===== src/rtl/dual_width_regs_pkg.sv =====
// Shared constants and operation codes for the width-switchable register file.
package dual_width_regs_pkg;
    localparam int BYTE_W = 8;
    localparam int WORD_W = 2 * BYTE_W;
    localparam int OP_W   = 3;

    typedef enum logic [OP_W-1:0] {
        OP_NONE  = 3'd0,
        OP_LD_A  = 3'd1,
        OP_LD_X  = 3'd2,
        OP_LD_Y  = 3'd3,
        OP_SWAP  = 3'd4
    } reg_op_e;
endpackage


===== src/rtl/dwr_acc.sv =====
// Accumulator storage: visible low byte and hidden high byte.
// Assumes at most one of load/swap is active per cycle; width never changes storage.
module dwr_acc #(
    parameter int BW = 8
) (
    input  logic          clk,
    input  logic          rst_n,
    input  logic          load,
    input  logic          swap,
    input  logic          wide,
    input  logic [2*BW-1:0] d,
    output logic [BW-1:0] lo,
    output logic [BW-1:0] hi
);
    // Update A/B on load or byte swap; hold otherwise.
    always_ff @(posedge clk) begin
        if (!rst_n) begin
            lo <= '0;
            hi <= '0;
        end else if (load) begin
            lo <= d[BW-1:0];
            if (wide) hi <= d[2*BW-1:BW];
        end else if (swap) begin
            lo <= hi;
            hi <= lo;
        end
    end
endmodule


===== src/rtl/dwr_index.sv =====
// One index register. High byte is cleared on every edge seen at narrow width,
// and kept while wide. Assumes the shared width input from the status unit.
module dwr_index #(
    parameter int BW = 8
) (
    input  logic            clk,
    input  logic            rst_n,
    input  logic            load,
    input  logic            wide,
    input  logic [2*BW-1:0] d,
    output logic [2*BW-1:0] q
);
    // Load low byte always; high byte from data when wide, else forced to zero.
    always_ff @(posedge clk) begin
        if (!rst_n) begin
            q <= '0;
        end else begin
            if (load) q[BW-1:0] <= d[BW-1:0];
            if (!wide)     q[2*BW-1:BW] <= '0;
            else if (load) q[2*BW-1:BW] <= d[2*BW-1:BW];
        end
    end
endmodule


===== src/rtl/dwr_flags.sv =====
// Zero/negative flag register. Evaluates a result at 8 or 16 bits when upd is high.
module dwr_flags #(
    parameter int BW = 8
) (
    input  logic            clk,
    input  logic            rst_n,
    input  logic            upd,
    input  logic            wide,
    input  logic [2*BW-1:0] val,
    output logic            z,
    output logic            n
);
    logic z_nx;
    logic n_nx;

    // Width-dependent zero test and sign bit selection.
    always_comb begin
        if (wide) begin
            z_nx = (val == '0);
            n_nx = val[2*BW-1];
        end else begin
            z_nx = (val[BW-1:0] == '0);
            n_nx = val[BW-1];
        end
    end

    // Capture the flags of the latest result.
    always_ff @(posedge clk) begin
        if (!rst_n) begin
            z <= 1'b0;
            n <= 1'b0;
        end else if (upd) begin
            z <= z_nx;
            n <= n_nx;
        end
    end
endmodule


===== src/rtl/dual_width_regs.sv =====
// Top of the register file: accumulator (A/B), index registers X and Y, flags.
// Decodes one operation per cycle and shapes outputs to the current widths.
module dual_width_regs
    import dual_width_regs_pkg::*;
(
    input  logic              clk,
    input  logic              rst_n,
    input  logic              acc_wide_i,
    input  logic              idx_wide_i,
    input  logic [OP_W-1:0]   op_i,
    input  logic [WORD_W-1:0] data_i,
    output logic [WORD_W-1:0] acc_o,
    output logic [WORD_W-1:0] acc_full_o,
    output logic [WORD_W-1:0] x_o,
    output logic [WORD_W-1:0] y_o,
    output logic              zero_o,
    output logic              neg_o
);
    localparam int NUM_IDX = 2;

    logic [BYTE_W-1:0] a_q;
    logic [BYTE_W-1:0] b_q;
    logic [NUM_IDX-1:0] idx_ld;
    logic [WORD_W-1:0] idx_q [NUM_IDX];
    logic [WORD_W-1:0] idx_sh [NUM_IDX];
    logic ld_a;
    logic do_swap;
    logic f_upd;
    logic f_wide;
    logic [WORD_W-1:0] f_val;

    // Operation decode.
    always_comb begin
        ld_a      = (op_i == OP_LD_A);
        do_swap   = (op_i == OP_SWAP);
        idx_ld[0] = (op_i == OP_LD_X);
        idx_ld[1] = (op_i == OP_LD_Y);
    end

    dwr_acc #(.BW(BYTE_W)) u_acc (
        .clk  (clk),
        .rst_n(rst_n),
        .load (ld_a),
        .swap (do_swap),
        .wide (acc_wide_i),
        .d    (data_i),
        .lo   (a_q),
        .hi   (b_q)
    );

    for (genvar gi = 0; gi < NUM_IDX; gi++) begin : g_idx
        dwr_index #(.BW(BYTE_W)) u_idx (
            .clk  (clk),
            .rst_n(rst_n),
            .load (idx_ld[gi]),
            .wide (idx_wide_i),
            .d    (data_i),
            .q    (idx_q[gi])
        );
        assign idx_sh[gi] = idx_wide_i ? idx_q[gi] : {{BYTE_W{1'b0}}, idx_q[gi][BYTE_W-1:0]};
    end

    // Select the result and width the flags are measured on.
    always_comb begin
        f_upd  = ld_a | do_swap | (|idx_ld);
        f_wide = 1'b0;
        f_val  = data_i;
        if (ld_a) begin
            f_wide = acc_wide_i;
        end else if (|idx_ld) begin
            f_wide = idx_wide_i;
        end else if (do_swap) begin
            f_val  = {{BYTE_W{1'b0}}, b_q};
        end
    end

    dwr_flags #(.BW(BYTE_W)) u_flags (
        .clk  (clk),
        .rst_n(rst_n),
        .upd  (f_upd),
        .wide (f_wide),
        .val  (f_val),
        .z    (zero_o),
        .n    (neg_o)
    );

    // Output shaping to the widths in force.
    always_comb begin
        acc_full_o = {b_q, a_q};
        acc_o      = acc_wide_i ? {b_q, a_q} : {{BYTE_W{1'b0}}, a_q};
        x_o        = idx_sh[0];
        y_o        = idx_sh[1];
    end
endmodule


===== config.mk =====
export PLATFORM = sky130hd
export DESIGN_NAME = dual_width_regs
export DESIGN_NICKNAME = d
export VERILOG_FILES = /design/src/rtl/dual_width_regs_pkg.sv /design/src/rtl/dwr_acc.sv /design/src/rtl/dwr_index.sv /design/src/rtl/dwr_flags.sv /design/src/rtl/dual_width_regs.sv
export SDC_FILE = /design/constraint.sdc
export NUM_CORES = 1
export LEC_CHECK = 0
export BUFFER_PORTS_ARGS = -buffer_cell sky130_fd_sc_hd__buf_4
export CORE_ASPECT_RATIO = 0.6
export CORE_MARGIN = 2
export CORE_UTILIZATION = 25
export DETAILED_ROUTE_END_ITERATION = 16
export GPL_TIMING_DRIVEN = 0
export PLACE_DENSITY_LB_ADDON = 0.15
export SLEW_MARGIN = 20
export SYNTH_ARGS = -nofsm -noshare
export SYNTH_HDL_FRONTEND = slang
export SYNTH_HIERARCHICAL = 1
export SYNTH_SLANG_ARGS = --single-unit

===== constraint.sdc =====
create_clock -name clk -period 1.5 [get_ports clk]
set_input_delay 0.225 -clock clk [delete_from_list [all_inputs] [get_ports clk]]
set_output_delay 0.225 -clock clk [all_outputs]
set_load 0.02 [all_outputs]

**After elaboration in Yosys (flattened, before gate mapping)**

Cells that the tools add are included.

- Bitwise operators: 2
- Multiplexer cells: 15
- Eq/ne operators: 5
- Reduce and logical (&&, ||, !) cells: 6

Operator list:

| kind | number |
|---|---|
| $mux W16 | 6 |
| $mux W8 | 5 |
| $logic_not A16 Y1 | 1 |
| $logic_not A8 Y1 | 1 |
| $eq A3 B2 Y1 const B | 2 |
| $mux W1 | 4 |
| $reduce_and A2 Y1 | 2 |
| $eq A3 B1 Y1 const B | 1 |
| $eq A3 B3 Y1 const B | 1 |
| $ne A2 B2 Y1 const B | 1 |
| $or A1 B1 Y1 | 2 |
| $reduce_bool A2 Y1 | 1 |
| $reduce_or A2 Y1 | 1 |

- Bits in registers: 50
- Output and inout bits: 66
- Word-level logic and storage cells: 36

**Depth between registers and ports, before layout**

- Word-level depth: 6
- Gate-level depth with buffers: 7
- Gate-level depth less buffers: 5

**Modules after synthesis**

Netlist, hierarchy kept.

By module, submodules not included:

| module | instances | area each (um^2) | cells each |
|---|---|---|---|
| dwr_index | 2 | 595.6 | 51 |
| dwr_acc | 1 | 772.0 | 79 |
| dual_width_regs | 1 | 442.9 | 59 |
| dwr_flags | 1 | 130.1 | 13 |

**Worst setup path before layout**

Ideal clock, no wire load.

- Kind: input-to-reg
- Start: in op_i[1]
- End: reg u_flags.z
- Library setup time: 0.075 ns
- Arrival time: 1.450 ns
- Data required time: 1.425 ns
- Slack: -0.025 ns
- Buffers on the path: 0
- Cell stages on the path: 5
- Cells stage by stage: nor3b_4 -> mux2_2 -> nor4_2 -> nand4b_1 -> o22ai_1

- Longest elaborated chain between the ends: 6
- Elaborated cells on any way between the ends: 15

Ends and longest elaborated chain:

| what | line | text |
|---|---|---|
| start: declaration | dual_width_regs.sv:10 | `input logic [OP_W-1:0] op_i,` |
| $eq A3 B3 Y1, or another cell as far along | dual_width_regs.sv:35 | `do_swap = (op_i == OP_SWAP);` |
| $mux W16 or $reduce_or A2 Y1 (tied branches) | dual_width_regs.sv:72, dual_width_regs.sv:70 |  |
| $mux W16 | dual_width_regs.sv:70 | `end else if (\|idx_ld) begin` |
| $mux W16 * | dual_width_regs.sv:68 | `if (ld_a) begin` |
| via f_val[7] | dual_width_regs.sv:30 | `logic [WORD_W-1:0] f_val;` |
| $logic_not A16 Y1 or $logic_not A8 Y1 (tied branches) | dwr_flags.sv:19, dwr_flags.sv:22 |  |
| $mux W1 * | dwr_flags.sv:18 | `if (wide) begin` |
| end signal: assignment | dwr_flags.sv:33 | `z <= z_nx;` |
| end: declaration | dwr_flags.sv:10 | `output logic z,` |

Mark *: on every way through the listed nets, which the timed path passes. The rest lies on a longest branch.
A chain may end at the register's enable or synchronous reset.

**Worst setup path after layout**

Ends and elaborated chain as after synthesis.

==> impl_metrics.toml <==
[run_status]
outcome = "complete, no violations"

[timing]
fin_worst_skew_ps = 6.554
relSlewSlack_pct = 65.29
unrepaired_setup_endpoints_after_global_routing = "yes"
setup_viol_count_final = 0
period_share_pct = 95.18
timing_max_transition_violations_final = 0
max_slew.worst_pin.slew_ps = 520.6
finalWorstSetupSlack_ps = 72.32
timing.setup.tns_ps = 0
period_needed_ps = 1428
max_clock_freq_ghz = 0.7004
hold_viol_final = 0

[synth]
combinational_family_with_the_most_area_after_synthesis = "simple AND/OR/NAND/NOR gates"
mappedNetlistArea_sq_um = 2536
synth-compound-area-share_pct = 5.871
synthTopCellsByArea = "dfxtp_1 (39%), mux2i_1 (19%), and2_1 (7.9%)"
synth.avg_cell_area_sq_um = 10.02
synth_edf_count = 0
dominantRegCellSynth = "dfxtp_1"
post_synth_top_area_cell = "dfxtp_1"
simple_gate_fraction_of_synth_area_pct = 23.58
synthDominantCellAreaShare_pct = 39.47
synthMostInstantiatedCell = "dfxtp_1"
ys_seq_elements = 50
commonest_cells_in_the_netlist = "dfxtp_1 (50), mux2i_1 (49), and2_1 (32)"
muxShareOfSynthArea_pct = 23.48
yosys.area_share.xor_xnor_pct = 0.3453
yosysSeqAreaShare_pct = 39.47
netlist-cell-type-count = 29
ys_warn_count = 6
netlist_instances = 253
synth-adder-area-share_pct = 0
synth_nets = 276
async_reset_ff_share_pct = 0

[floorplan]
top_level_port_count = 89
placementRows = 28
effective_utilization_at_floorplan_pct = 25.67
die_w_um = 134.0
die_y_um = 82.02
die-area_sq_um = 10990
core-area_sq_um = 9879

[routing]
detailedRoute.firstPassIterationCount = 4
drc = 0
routed-via-count = 2098
route.detailed.vias_per_inst = 4.299
antenna_left = 0
drt-wirelength-per-cell_um = 15.51
detail_route.iter0.violations = 91
route.final.wire_length_mm = 7.568

[setup_path]
timing.rr.end = "u_flags/z"
r2r.worst_path.cells = 4
cp_max_fo = 8
endpoint_kind = "register"
critPathKind = "primary input to register"
arrival_time_reported_for_the_critical_path_endpoint_ps = 1640
crit_path_start_kind = "primary input"
reg2reg_setup_slack_ps = 210
data_required_time_at_the_worst_endpoint_ps = 1710
reg2reg_from = "u_acc/hi[7]"

[placed_design]
place.port_buffers = 88
gpl.final_weighted_congestion = 0.7285
pre_cts_ws_ps = -515.7
place.detailed.hpwl_mm = 5.566
place.detailed.instances = 476

[cells_and_area]
layout_cells_excl_fill = 488
layout_stage_area_growth_over_the_synthesis_result_pct = 41.00
post_route_cells_drive_above_1_share_pct = 36.93
finalNetCount = 374
num-fill-cells = 1064
finalCoreUtilization_pct = 36.20

[power_and_ir_drop]
power.sequential.fraction_pct = 45.1
total_leakage_power_nw = 1.579
peakVddDrop_mv = 0.4405
powerDensity_nw_per_um2 = 877.4
pwr-share-clk_pct = 36.9
power_report.internal_total_mw = 2.309
power.share.switching_pct = 26.41
combPwrFrac_pct = 18.0
net-switching-power_mw = 0.8286

[flow_run]
timing.max_cap.violations = 0

[worst_hold_path]
holdCritStartpoint = "data_i[13]"
worst_hold_path.num_cells = 3
hold_path_class = "primary input to register"
worst_hold_path.endpoint = "g_idx[1].u_idx/q[13]"

[grt]
grt_antenna_before_repair = 0
first_global_vias = 1973
grt_overflow_total = 0
grt_max_degree = 29
global_route_wire_length_before_repair_mm = 11.39
globalRouteTotalUtil_pct = 13.99

[cts]
cts-htree-levels = 2
cts-root-to-sink-buffers = 2
tritoncts = "built"
clkTransAtPathRegs_ps = 70
numClockSinks = 50
cts-buffers-inserted = 5
clk_latency_ps = 290
cts-hold-fix-buffers = 0
clk_root_buffer_cell = "clkbuf_16"
-- layout by cell type, fill, tap and decap left out, types with 6 or more instances in the layout --
master   count
nand2_1     21
buf_4       98
buf_6        6
dfxtp_1     50
and2_1      32
nor2_1      17
mux2i_1     49
o211a_1      9
o21ai_0      8
nor2b_1     19
-- state kept, by name (all words and copies together), names as in the netlist --
register / flops
u_acc/lo: 8
u_flags/z: 1
g_idx.u_idx/q: 32
u_flags/n: 1
u_acc/hi: 8
-- cell families after synthesis --
logic type | after synthesis
DFF | 50
buffers and inverters | 20
and+or+nand+nor | 104
muxes | 58
xor gates and xnor gates | 1
AOI/OAI and AO/OA | 20
-- worst max path at each step --
stage | startpoint | depth (start not counted) | end | slack [ps]
2_1_floorplan | op_i[0] | 5 | u_flags/z | -20
3_3_place_gp | op_i[0] | 7 | u_flags/z | -500
3_5_place_dp | op_i[0] | 7 | u_flags/z | -520
4_1_cts | op_i[1] | 8 | u_flags/z | 10
5_1_grt | op_i[1] | 7 | u_flags/z | -10
6_report | op_i[1] | 7 | u_flags/z | 70
-- layout make-up --
class	instances	area [sq um]	share of cell area, %
multi-input combinational	183	1375	38.45
sequential	50	1001	27.99
timing repair buffer	91	695.7	19.45
buffer	20	185.2	5.178
tap	135	168.9	4.724
clock buffer	7	142.6	3.989
clock inverter	1	5.005	0.1400
antenna	1	2.502	0.06998
-- layer usage --
metal | up-vias | share of wire [%] | track usage, %
li1 | 1052 | - | -
met1 | 973 | 54 | 21.43
met2 | 65 | 38 | 18.77
met3 | 8 | 6.9 | 3.827
met4 | 0 | 0.95 | 3.474
met5 | - | 0 | 0
-- what timing repair did --
item / in CTS / in global routing
buffers inserted: 1 / 2
gates resized for setup: 0 / 5
pin swaps: 1 / 2
setup endpoints to repair: 17 / 4
-- power groups by stage --
stage               Sequential (mW)  Clock, mW  Combinational (mW)
CTS                            1.42       1.20               0.563
global placement               1.44          0               0.554
floorplan                      1.48          0               0.265
detailed placement             1.45          0               0.557
global route                   1.42       1.24               0.611
finish                         1.42       1.16               0.565
-- critical path, cell delays in order --
cell and delay (ps):
buf_4 140, nor3b_4 220, buf_12 160, mux2_2 360
nor4_2 240, nand4b_1 120, o22ai_1 160
-- per-stage QoR --
stage | total power [mW] | area [sq um] | hold slack [ps]
global route | 3.275 | 3573 | 220.8
floorplan | 1.750 | 2547 | 346.7
finish | 3.138 | 3576 | 205.7
CTS | 3.174 | 3545 | 206.1
global placement | 1.999 | 3377 | 467.1
detailed placement | 2.003 | 3377 | 474.3
Power figures use the tool's default switching activity.
